### config.mk
export PLATFORM = sky130hd
export DESIGN_NAME = irqc_top
export DESIGN_NICKNAME = d
export VERILOG_FILES = /design/src/rtl/irqc_pkg.sv /design/src/rtl/irqc_bus_decode.sv /design/src/rtl/irqc_half.sv /design/src/rtl/irqc_deliver.sv /design/src/rtl/irqc_top.sv
export SDC_FILE = /design/constraint.sdc
export NUM_CORES = 1
export LEC_CHECK = 0
export CAP_MARGIN = 20
export CORE_MARGIN = 2
export CORE_UTILIZATION = 54
export DETAILED_ROUTE_END_ITERATION = 10
export PLACE_DENSITY = 0.85
export SLEW_MARGIN = 20
export SYNTH_ARGS = -nofsm -noshare
export SYNTH_HDL_FRONTEND = slang
export SYNTH_HIERARCHICAL = 1
export SYNTH_SLANG_ARGS = --single-unit
### constraint.sdc
create_clock -name clk -period 5.1 [get_ports clk]
set_input_delay 1.02 -clock clk [delete_from_list [all_inputs] [get_ports clk]]
set_output_delay 1.02 -clock clk [all_outputs]
set_load 0.02 [all_outputs]
### src/rtl/irqc_pkg.sv
package irqc_pkg;
  // Address of an enable half, a flag half and the master enable for a
  // controller built from 'halves' halves.
  function automatic int unsigned sel_enable(input int unsigned h);
    return h;
  endfunction

  function automatic int unsigned sel_flag(input int unsigned halves, input int unsigned h);
    return halves + h;
  endfunction

  function automatic int unsigned sel_master(input int unsigned halves);
    return 2 * halves;
  endfunction
endpackage

### src/rtl/irqc_bus_decode.sv
module irqc_bus_decode
  import irqc_pkg::*;
#(
  parameter int HALVES = 2,
  parameter int ADDR_W = 3
) (
  input  logic              bus_wr,
  input  logic [ADDR_W-1:0] bus_addr,
  output logic [HALVES-1:0] en_we,
  output logic [HALVES-1:0] flag_we,
  output logic              master_we
);
  for (genvar h = 0; h < HALVES; h++) begin : g_sel
    assign en_we[h]   = bus_wr && (bus_addr == ADDR_W'(sel_enable(h)));
    assign flag_we[h] = bus_wr && (bus_addr == ADDR_W'(sel_flag(HALVES, h)));
  end
  assign master_we = bus_wr && (bus_addr == ADDR_W'(sel_master(HALVES)));
endmodule

### src/rtl/irqc_half.sv
module irqc_half #(
  parameter int W = 16
) (
  input  logic         clk,
  input  logic         rst_n,
  input  logic [W-1:0] src,
  input  logic         en_we,
  input  logic         flag_we,
  input  logic [W-1:0] wdata,
  output logic [W-1:0] en_q,
  output logic [W-1:0] flag_q
);
  logic [W-1:0] en_nxt;
  logic [W-1:0] flag_nxt;
  logic [W-1:0] ack;

  always_comb begin
    ack      = flag_we ? wdata : '0;
    // A pulse wins over an acknowledge in the same cycle.
    flag_nxt = (flag_q & ~ack) | src;
    en_nxt   = en_we ? wdata : en_q;
  end

  always_ff @(posedge clk or negedge rst_n) begin
    if (!rst_n) begin
      en_q   <= '0;
      flag_q <= '0;
    end else begin
      en_q   <= en_nxt;
      flag_q <= flag_nxt;
    end
  end
endmodule

### src/rtl/irqc_deliver.sv
module irqc_deliver #(
  parameter int N = 32
) (
  input  logic [N-1:0] en_all,
  input  logic [N-1:0] flag_all,
  input  logic         master,
  input  logic         cpu_irq_disable,
  output logic         irq,
  output logic         wake
);
  logic any_enabled;

  always_comb begin
    any_enabled = |(en_all & flag_all);
    wake        = any_enabled;
    irq         = any_enabled && master && !cpu_irq_disable;
  end
endmodule

### src/rtl/irqc_top.sv
module irqc_top
  import irqc_pkg::*;
#(
  parameter int HALF_W = 16,
  parameter int HALVES = 2,
  parameter int SRC_N  = HALF_W * HALVES,
  parameter int ADDR_W = $clog2(2 * HALVES + 1)
) (
  input  logic              clk,
  input  logic              rst_n,
  input  logic [SRC_N-1:0]  src_pulse,
  input  logic              bus_wr,
  input  logic [ADDR_W-1:0] bus_addr,
  input  logic [HALF_W-1:0] bus_wdata,
  output logic [HALF_W-1:0] bus_rdata,
  input  logic              cpu_irq_disable,
  output logic              irq,
  output logic              wake
);
  logic [HALVES-1:0] en_we;
  logic [HALVES-1:0] flag_we;
  logic              master_we;
  logic [SRC_N-1:0]  en_all;
  logic [SRC_N-1:0]  flag_all;
  logic              master_q;
  logic              master_nxt;

  irqc_bus_decode #(.HALVES(HALVES), .ADDR_W(ADDR_W)) i_dec (
    .bus_wr    (bus_wr),
    .bus_addr  (bus_addr),
    .en_we     (en_we),
    .flag_we   (flag_we),
    .master_we (master_we)
  );

  for (genvar h = 0; h < HALVES; h++) begin : g_half
    irqc_half #(.W(HALF_W)) i_half (
      .clk     (clk),
      .rst_n   (rst_n),
      .src     (src_pulse[h*HALF_W +: HALF_W]),
      .en_we   (en_we[h]),
      .flag_we (flag_we[h]),
      .wdata   (bus_wdata),
      .en_q    (en_all[h*HALF_W +: HALF_W]),
      .flag_q  (flag_all[h*HALF_W +: HALF_W])
    );
  end

  always_comb master_nxt = master_we ? bus_wdata[0] : master_q;

  always_ff @(posedge clk or negedge rst_n) begin
    if (!rst_n) master_q <= 1'b0;
    else        master_q <= master_nxt;
  end

  irqc_deliver #(.N(SRC_N)) i_del (
    .en_all          (en_all),
    .flag_all        (flag_all),
    .master          (master_q),
    .cpu_irq_disable (cpu_irq_disable),
    .irq             (irq),
    .wake            (wake)
  );

  always_comb begin
    bus_rdata = '0;
    for (int h = 0; h < HALVES; h++) begin
      if (bus_addr == ADDR_W'(sel_enable(h)))       bus_rdata = en_all[h*HALF_W +: HALF_W];
      if (bus_addr == ADDR_W'(sel_flag(HALVES, h))) bus_rdata = flag_all[h*HALF_W +: HALF_W];
    end
    if (bus_addr == ADDR_W'(sel_master(HALVES))) bus_rdata = {{(HALF_W-1){1'b0}}, master_q};
  end
endmodule

; ---- Word level (Yosys, flattened, before mapping)
; Cells that the tools add are included.
[totals]
reg_bits = 65
latch_bits = 0
ramBits = 0
rom_bits = 0
mem_count = 0
[classes]
n_addsub = 0
multipliers = 0
n_div = 0
magnitude_cmp = 0
n_eq_ne = 4
shift = 0
n_mux = 7
bitwise_logic = 7
n_reduce_logical = 10
[ops]
columns = cell, count
row1 = 2-to-1 mux 16 bit, 7
row2 = bitwise AND 16 bit, 2
row3 = bitwise AND 32 bit, 1
row4 = inverter 16 bit, 2
row5 = OR 16 bit, 2
row6 = OR reduction 32 bit, 1
row7 = logical AND 1 bit, 7
row8 = == test 3 x 2 -> 1 bit (second input constant), 2
row9 = == test 3 x 1 -> 1 bit (second input constant), 1
row10 = == test 3 bit (second input constant), 1
row11 = zero test 3 bit, 1
row12 = zero test 1 bit, 1

; ---- Longest topological paths before layout
[logic_depth]
word_depth = 6
mapped_depth = 5

; ---- Hierarchy
; Netlist, hierarchy kept.
[by_module_without_submodules]
columns = mod, instances, cells_per_inst, area_per_inst_um2
row1 = irqc_half, 2, 84, 1242.4
row2 = irqc_top, 1, 43, 553.0
row3 = irqc_deliver, 1, 22, 170.2
row4 = irqc_bus_decode, 1, 5, 63.8

; ---- Least setup slack after synthesis
; No wires, ideal clock.
[synth_path]
path_type = input -> output
start = input port bus_addr[0]
end = output port bus_rdata[0]
t_arrival_ns = 2.093
required_time_ns = 4.080
path_slack_ns = 1.987
cell_stages = 5
path_buffers = 2
cell_sequence = buf_2 > buf_2 > nand3b_1 > o21a_1 > o21ai_0
[synth_between]
elab_chain_len = 6
elab_cells_between_ends = 10
classes_between = eq/ne (4) / mux (5) / reduce/logical (1)
[synth_lines]
columns = item, line
row1 = from (decl), irqc_top.sv:13  ; input logic [ADDR_W-1:0] bus_addr,
row2 = zero test 3 bit, irqc_top.sv:68  ; if (bus_addr == ADDR_W'(sel_enable(h))) bus_rdata = en_all[h*HALF_W +: HALF_W];
row3 = 2-to-1 mux 16 bit, irqc_top.sv:68
row4 = 2-to-1 mux 16 bit, irqc_top.sv:69  ; if (bus_addr == ADDR_W'(sel_flag(HALVES, h))) bus_rdata = flag_all[h*HALF_W +: HALF_W];
row5 = 2-to-1 mux 16 bit, irqc_top.sv:68
row6 = 2-to-1 mux 16 bit, irqc_top.sv:69
row7 = 2-to-1 mux 16 bit *, irqc_top.sv:71  ; if (bus_addr == ADDR_W'(sel_master(HALVES))) bus_rdata = {{(HALF_W-1){1'b0}}, master_q};
row8 = to (decl), irqc_top.sv:15  ; output logic [HALF_W-1:0] bus_rdata,
; Mark *: on every way between the ends. The rest lies on a longest branch, timed or not.

; ---- Final worst setup path
[layout_path]
start = input port bus_addr[0]
end = output port bus_rdata[15]
; Same word-level chain as after synthesis.

==> qor.log <==
[status] result of the run completed
[critical_path] nature of the critical path startpoint input pin
[cts] insertion delay to the later sink of the worst-skew pair 340 ps
[final_layout] non-filler cells in the finished layout 393
[cts] CTS buffer count 9
[final_layout] final standard cell utilization of the core 71.2%
[final_layout] number of antenna diodes 0
[synthesis] cell area after synthesis 3270 µm²
[placed_design] DPL Wire Length 5320 µm
[final_layout] layout overhead on the synthesized area 28.1%
[pwr] Pint 0.997 mW
[critical_path] reg2reg start g_half[1].i_half/en_q[9]
[timing] number of hold violations in the final report 0
[cts] sink count of the clock tree 65
[cts] clock root cell sky130_fd_sc_hd__clkbuf_8
[final_layout] nets 368
[synthesis] Post-synth EDFFs 0
[critical_path] minimum setup slack among reg-to-reg paths 4290 ps
[hold_path] class of the worst hold path flop to flop
[global_routing] global-route usage over all layers 25.0%
[timing] number of setup violations in the final report 0
[critical_path] type of the worst setup path input pin to output pin
[timing] part of the cycle the worst path needs 84.7%
[global_routing] initial antenna violation count 0
[die] die boundary height 81.8 µm
[die] placeable core region 5890 µm²
[synthesis] Synthesized Nets 293
[global_routing] overflow left after global routing 0
[die] Die Span X 81.8 µm
[cts] CTS tree built
[cts] total of hold buffers inserted after clock tree synthesis 0
[synthesis] main combinational cell family by area after synthesis multiplexers
[synthesis] simple-gate share of the synthesized area 10.3%
[synthesis] Synth Area in Adders 0%
[pwr] Pleak 1.58 nW
[synthesis] most frequent cell after synthesis sky130_fd_sc_hd__dfrtp_1
[synthesis] area fraction in compound gates after synthesis 11.5%
[global_routing] first-pass GRT wire length 12100 µm
[placed_design] gpl congestion 0.891
[route] via count 2302
[route] DRC violation total after the first TritonRoute iteration 168
[cts] clock transition at the registers of the reported paths 70 ps
[pwr] Gate power share 22.4%
[synthesis] area fraction of the dominant cell type after synthesis 49.7%
[route] TritonRoute pass-1 iters 4
[cts] Post-CTS Setup Inserts 0
[pwr] fraction of power consumed by the clock network 30.8%
[critical_path] Crit path required time 4080 ps
[critical_path] terminus of the critical flop-to-flop path g_half[1].i_half/en_q[9]
[die] Starting Density 55.6%
[critical_path] cell depth of the worst flop-to-flop path 1
[timing] time the final worst path needs with I/O delays and setup 4320 ps
[timing] worst setup skew after layout 0 ps
[route] drt drc 0
[timing] max-slew violation count 0
[pwr] power density over the cells 324 nW/µm²
[die] I/O pin cnt 73
[timing] Fmax 0.232 GHz
[synthesis] Top FF cell, synth sky130_fd_sc_hd__dfrtp_1
[synthesis] area leader, netlist sky130_fd_sc_hd__dfrtp_1
[pwr] maximum vdd drop 0.181 mV
[critical_path] critical-path maximum fanout 18
[route] Routed Antenna Nets 0
[final_layout] share of final-layout standard cells stronger than drive strength 1 24.2%
[pwr] switching power summed over all nets 0.363 mW
[hold_path] instance count along the most critical hold path 1
[cts] maximum clock path buffer count 2
[final_layout] cell area after layout 4190 µm²
[synthesis] Synth top cells by count sky130_fd_sc_hd__dfrtp_1, sky130_fd_sc_hd__a21o_1, sky130_fd_sc_hd__nand2_1
[synthesis] fraction of synthesis flops using an asynchronous set or reset pin 100%
[pwr] sequential cell fraction of total power 46.8%
[route] routed via count divided by cell count 5.86
[job] Max Cap Viol 0
[placed_design] count of placed standard cells including taps 377
[synthesis] Avg Cell Area, Syn 13.7 µm²
[cts] PostCTS Resize Cnt 0
[synthesis] Synth warnings 6
[timing] RSZ-0062 raised after global routing no
[critical_path] critical path arrival 3300 ps
[timing] summed negative setup slack over all endpoints 0 ps
[timing] relative slew slack 42.3%
[hold_path] worst hold path startpoint g_half[1].i_half/flag_q[0]
[hold_path] worst-case hold path end point g_half[1].i_half/flag_q[0]
[synthesis] synthesized netlist cell count 238
[critical_path] Crit. End Element output pin
[cts] number of levels in the clock H-tree 3
[synthesis] XOR/XNOR share of the synthesized area 0%
[global_routing] maximum number of pins on one net before global-route repair 66
[synthesis] Seq cells post-synth 65
[synthesis] largest cells by area after synthesis sky130_fd_sc_hd__dfrtp_1, sky130_fd_sc_hd__mux4_2, sky130_fd_sc_hd__mux2_4
[timing] measured slew at the worst slew-check pin 862 ps
[placed_design] Post-Place Cell Area 4000 µm²
[synthesis] proportion of synthesized area in mux cells 24.6%
[global_routing] vias in the first global route 2297
[die] number of cell rows 28
[die] Die ar. 6700 µm²
[timing] worst hold slack after final layout 515 ps
[route] detail-routed net length per standard cell 19.7 µm
[pwr] fraction of power spent switching nets 26.7%
[synthesis] proportion of synthesized chip area in sequential cells 49.7%
[route] Final Routed Wirelength 7760 µm
[synthesis] number of unique standard cell types used by synthesis 24
[placed_design] count of port buffers added during placement 72
-- how the worst max path moves through the flow --
stage / from / to / slack, ps
2_1_floorplan: bus_addr[0] / bus_rdata[0] / 1990
3_3_place_gp: bus_addr[0] / bus_rdata[14] / 830
3_5_place_dp: bus_addr[0] / bus_rdata[15] / 800
4_1_cts: bus_addr[0] / bus_rdata[15] / 810
5_1_grt: bus_addr[0] / bus_rdata[14] / 690
6_report: bus_addr[0] / bus_rdata[15] / 780
-- metal layers --
layer	share of wire, %	wire [µm]	up-vias	GRT usage (%)
met2	48	3710	102	38.4
met4	2.5	195	0	11.7
li1	-	-	1038	-
met1	43	3360	1148	34.9
met5	0	0	-	0
met3	6.4	497	14	4.40
-- per-stage QoR --
stage	total power [mW]	worst slack, ps
CTS	1.37	807
global placement	0.935	829
floorplan	0.814	1990
finish	1.36	781
detailed placement	0.945	800
global route	1.42	686
-- area by class of cell --
class	count	area (µm²)
clock buffer	10	128
clock inverter	6	58.8
fill	386	1700
multi-input combinational	160	1530
sequential	65	1630
tap	75	93.8
timing repair buffer	77	753
-- state kept, by name, summed over array words and instances (netlist names) --
signal,count
g_half.i_half/en_q,32
g_half.i_half/flag_q,32
master_q,1
-- power groups by stage --
| stage | sequential [mW] | combinational [mW] | clock (mW) |
|---|---|---|---|
| 2_1_floorplan | 0.622 | 0.191 | 0 |
| 3_3_place_gp | 0.638 | 0.297 | 0 |
| 3_5_place_dp | 0.643 | 0.303 | 0 |
| 4_1_cts | 0.634 | 0.305 | 0.427 |
| 5_1_grt | 0.643 | 0.324 | 0.448 |
| 6_report | 0.636 | 0.304 | 0.419 |
-- critical path, cell delays in order --
cell,delay [ps]
sky130_fd_sc_hd__clkdlybuf4s50_1,1030
sky130_fd_sc_hd__buf_4,280
sky130_fd_sc_hd__mux4_2,290
sky130_fd_sc_hd__nor2b_1,140
sky130_fd_sc_hd__clkdlybuf4s50_1,530
-- layout by cell type, fill, tap and decap left out, drive strengths merged --
master / count
and3b: 1
nor4b: 1
a21o: 32
a22oi: 16
mux4: 15
mux2i: 1
clkinv: 5
and4bb: 3
clkdlybuf4s50: 71
clkbuf: 10
nor2b: 15
nand3b: 2
nand4: 4
bufinv: 1
buf: 6
mux2: 34
o21a: 1
dfrtp: 65
nand2: 32
o21ai: 1
or4: 1
and4b: 1
-- cell families after synthesis --
kind of cell           count (synthesis)
multiplexers                          50
AND/OR/NAND/NOR                       60
AO/OA/AOI/OAI                         50
buffers and inverters                 13
flip-flops                            65
(Power assumes the default switching activity.)
